==> src/rtl/ctr_stage_pkg.sv <==
package ctr_stage_pkg;

   // Next-state operation selected at each rising edge
   typedef enum logic [1:0] {
      OP_CLEAR = 2'd0,
      OP_LOAD  = 2'd1,
      OP_STEP  = 2'd2,
      OP_HOLD  = 2'd3
   } ctr_op_e;

endpackage

==> src/rtl/ctr_op_sel.sv <==
// Priority decode of the control lines: clear, then load, then step, else hold.
module ctr_op_sel
   import ctr_stage_pkg::*;
(
   input  logic    clr_n,
   input  logic    load_n,
   input  logic    en_par,
   input  logic    en_trk,
   output ctr_op_e op
);

   always_comb begin
      if (!clr_n)
         op = OP_CLEAR;
      else if (!load_n)
         op = OP_LOAD;
      else if (en_par && en_trk)
         op = OP_STEP;
      else
         op = OP_HOLD;
   end

endmodule

==> src/rtl/ctr_inc.sv <==
// Incrementer built as a toggle chain: a bit flips when all lower bits are one.
module ctr_inc #(
   parameter int WIDTH = 4
) (
   input  logic [WIDTH-1:0] cur,
   output logic [WIDTH-1:0] nxt,
   output logic             all_ones
);

   logic [WIDTH:0] carry;

   assign carry[0] = 1'b1;

   for (genvar i = 0; i < WIDTH; i++) begin : g_bit
      assign nxt[i]     = cur[i] ^ carry[i];
      assign carry[i+1] = carry[i] & cur[i];
   end

   assign all_ones = carry[WIDTH];

endmodule

==> src/rtl/ctr_tc.sv <==
// Look-ahead carry output: gated by the trickle enable only.
module ctr_tc (
   input  logic all_ones,
   input  logic en_trk,
   output logic tc
);

   assign tc = all_ones & en_trk;

endmodule

==> src/rtl/ctr_stage.sv <==
module ctr_stage
   import ctr_stage_pkg::*;
#(
   parameter int WIDTH = 4
) (
   input  logic             clk,
   input  logic             clr_n,
   input  logic             load_n,
   input  logic [WIDTH-1:0] load_val,
   input  logic             cnt_en_par,
   input  logic             cnt_en_trk,
   output logic [WIDTH-1:0] count,
   output logic             term_cnt
);

   if (WIDTH < 1) begin : g_bad_width
      $error("ctr_stage: WIDTH must be at least 1");
   end

   ctr_op_e          op;
   logic [WIDTH-1:0] cnt_q;
   logic [WIDTH-1:0] cnt_inc;
   logic             at_max;

   ctr_op_sel u_sel (
      .clr_n  (clr_n),
      .load_n (load_n),
      .en_par (cnt_en_par),
      .en_trk (cnt_en_trk),
      .op     (op)
   );

   ctr_inc #(.WIDTH(WIDTH)) u_inc (
      .cur      (cnt_q),
      .nxt      (cnt_inc),
      .all_ones (at_max)
   );

   ctr_tc u_tc (
      .all_ones (at_max),
      .en_trk   (cnt_en_trk),
      .tc       (term_cnt)
   );

   always_ff @(posedge clk) begin
      case (op)
         OP_CLEAR: cnt_q <= '0;
         OP_LOAD:  cnt_q <= load_val;
         OP_STEP:  cnt_q <= cnt_inc;
         default:  cnt_q <= cnt_q;
      endcase
   end

   assign count = cnt_q;

endmodule

==> config.mk <==
export PLATFORM = sky130hd
export DESIGN_NAME = ctr_stage
export DESIGN_NICKNAME = d
export VERILOG_FILES = /design/src/rtl/ctr_stage_pkg.sv /design/src/rtl/ctr_op_sel.sv /design/src/rtl/ctr_inc.sv /design/src/rtl/ctr_tc.sv /design/src/rtl/ctr_stage.sv
export SDC_FILE = /design/constraint.sdc
export NUM_CORES = 1
export LEC_CHECK = 0
export BUFFER_PORTS_ARGS = -buffer_cell sky130_fd_sc_hd__buf_2
export CORE_AREA = 2 2 39 41
export DETAILED_ROUTE_END_ITERATION = 16
export DIE_AREA = 0 0 41 43
export GPL_TIMING_DRIVEN = 0
export SLEW_MARGIN = 20
export SYNTH_ARGS = -nofsm -noshare
export SYNTH_HDL_FRONTEND = slang
export SYNTH_SLANG_ARGS = --single-unit
export TNS_END_PERCENT = 20
==> constraint.sdc <==
create_clock -name clk -period 2.6 [get_ports clk]
set_input_delay 0 -clock clk [delete_from_list [all_inputs] [get_ports clk]]
set_output_delay 0 -clock clk [all_outputs]
set_load 0.005 [all_outputs]
==> impl_metrics.json <==
{
  "cp_common_cell": "ha_1",
  "largest_reg_flops": 4,
  "power_frac_seq": 0.439,
  "cts_made_buffers": 3,
  "relSlewSlack": 0.8699,
  "synth_seq_area_share": 0.4507,
  "finalMaxSlewViolations": 0,
  "status": "complete, no violations",
  "min-delay-start": "load_val[2]",
  "drtIter0Drc": 4,
  "yosysWarningCount": 0,
  "cts_resized": 0,
  "cts_buffer_depth": 2,
  "fin_crit_ns": 1.450,
  "syn_area_per_cell_um2": 11.59,
  "dr.pass1.iters": 4,
  "clock_skew_ns": 0.001932,
  "grt_start_max_net_pins": 10,
  "crit_chain": "ha_1, ha_1, ha_1, nand4_1, a21boi_1",
  "cp_slowest_stage_delay_ns": 0.39,
  "p_sw_frac": 0.2130,
  "dr_total_vias": 221,
  "die_y_um": 43,
  "regToRegEndpoint": "count[3]",
  "seq_area_um2": 120.1,
  "cts_sinks": 4,
  "fin_cells": 54,
  "postCtsSetupBuffers": 0,
  "setup_tns_ns": 0,
  "viasPerCell": 4.093,
  "grt_pass1_vias": 197,
  "diodes": 0,
  "grt.total_usage": 0.07049,
  "dieArea_um2": 1763,
  "finalSetupViolCount": 0,
  "grt_setup_unrepaired": "no",
  "cp.required_ns": 2.58,
  "final_common_cell": "buf_2",
  "grt-ovfl-total": 0,
  "max_freq_ghz": 0.6895,
  "coreArea_um2": 1384,
  "htree_num_levels": 1,
  "final_cell_mix": "buf_2, nand2b_1, a21boi_1, edfxtp_1",
  "cts_root_buf": "clkbuf_4",
  "ir_worst_vdd_mv": 0.1173,
  "rrSetupSlack_ns": 1.15,
  "n_fill_cell": 157,
  "startpoint_type": "flip-flop",
  "dp.cells": 51,
  "multi_input_area_um2": 135.1,
  "netlist_instances": 23,
  "grt_pass1_wl_um": 738,
  "report.final.hold_viol_count": 0,
  "io_buffers": 12,
  "place_congestion": 0.7725,
  "whs_ns": 0.1366,
  "post_synth_num_cell_types": 10,
  "ant_nets": 0,
  "initial_utilization": 0.1926,
  "power.leakage_nw": 0.1763,
  "cpMaxStageDelayCell": "edfxtp_1",
  "drive_gt1_frac": 0.4211,
  "p_clk_frac": 0.410,
  "clk_pin_slew_worst_paths_ns": 0.04,
  "cap_violations": 0,
  "cts_tree": "done",
  "antenna_found_initial": 0,
  "rr_startpoint": "count[0]",
  "netlist_area_um2": 266.5,
  "io_pins": 14,
  "wl_um": 511,
  "synth_nets": 35,
  "num_rows": 14,
  "cp.arrival_ns": 1.43,
  "wl_per_cell_um": 9.463,
  "crit_type": "reg2reg",
  "comb_power_share": 0.152,
  "fin_crit_sh": 0.5578,
  "internal_power_w": 0.0001438,
  "endpoint_kind": "flip-flop",
  "worstPathMaxFanout": 3,
  "worstSetupStartpoint": "count[0]",
  "syn2layout_area_growth_pct": 38.50,
  "drc_errors": 0,
  "tightest_slew_ns": 0.1945,
  "hold_path_class": "in2reg",
  "final_nets": 52,
  "cts_hold_buf": 0,
  "clk_latency_ns": 0.23,
  "powerDensity_nw_per_um2": 494.9,
  "fp.dieW_um": 41,
  "r2r_cells": 5,
  "p_sw_w": 0.00003891,
  "ys_ff_latch": 4,
  "crit_path_end": "count[3]"
}
## cell families (layout without fill, tap and decap cells)
family                   Yosys count  in the layout  synth area share
flip-flops                         4              4            0.4507
adder cells (fa/ha/maj)            3              3            0.1409
buffers and inverters              1             16           0.04225
AO/OA/AOI/OAI                      4              4            0.1127
AND/OR/NAND/NOR                   11             11            0.2535
## area by class of cell
cell class	instances	area share
Clock buffer	3	0.06102
Tap cell	16	0.05424
Buffer	1	0.03051
Multi-Input combinational cell	18	0.3661
Sequential cell	4	0.3254
Timing Repair Buffer	12	0.1627
## layer usage
metal	wire length, um	track usage	vias up
li1	-	-	118
met5	0	0	-
met2	198	0.06563	15
met1	241	0.09091	85
met4	15	0.1000	0
met3	55	0.03141	3
## worst max-delay path, delay by kind of cell, from the launching register on
family / cells / cell delay [ns]
AOI/OAI and AO/OA: 1 / 0.06
DFF: 1 / 0.39
adders and majority gates: 3 / 0.67
and+or+nand+nor: 1 / 0.08
## synth_stat cells
master,number,area share
a21boi_1,4,0.11
and2_1,1,0.023
buf_6,1,0.042
edfxtp_1,4,0.45
ha_1,3,0.14
nand2_1,1,0.014
nand2b_1,4,0.094
nand3_1,1,0.019
nand4_1,3,0.070
nand4b_1,1,0.033
## power by group through the flow
stage	sequential, W	combinational (W)	clock, W
global route	0.0000808	0.0000311	0.0000795
detailed placement	0.0000811	0.0000276	0
CTS	0.0000802	0.0000280	0.0000765
global placement	0.0000810	0.0000274	0
finish	0.0000801	0.0000277	0.0000748
floorplan	0.0000816	0.0000127	0
## worst min-delay path by stage
stage / end / slack [ns] / cells past startpoint
6_report: count[2] / 0.14 / 3
2_1_floorplan: term_cnt / 0.12 / 1
5_1_grt: count[2] / 0.15 / 3
3_5_place_dp: term_cnt / 0.36 / 3
4_1_cts: count[2] / 0.14 / 3
3_3_place_gp: term_cnt / 0.35 / 3
## stage by stage
stage / util / total power (W) / instance area, um^2 / setup WS, ns
final: 0.2667 / 0.0001827 / 369.1 / 1.150
after global routing: 0.2667 / 0.0001914 / 369.1 / 1.086
after CTS: 0.2667 / 0.0001847 / 369.1 / 1.140
after detailed placement: 0.2505 / 0.0001087 / 346.6 / 1.147
after global placement: 0.2505 / 0.0001084 / 346.6 / 1.147
after floorplan: - / 0.00009433 / 266.5 / 1.175
Note: power is estimated with default switching activity, not from simulation.
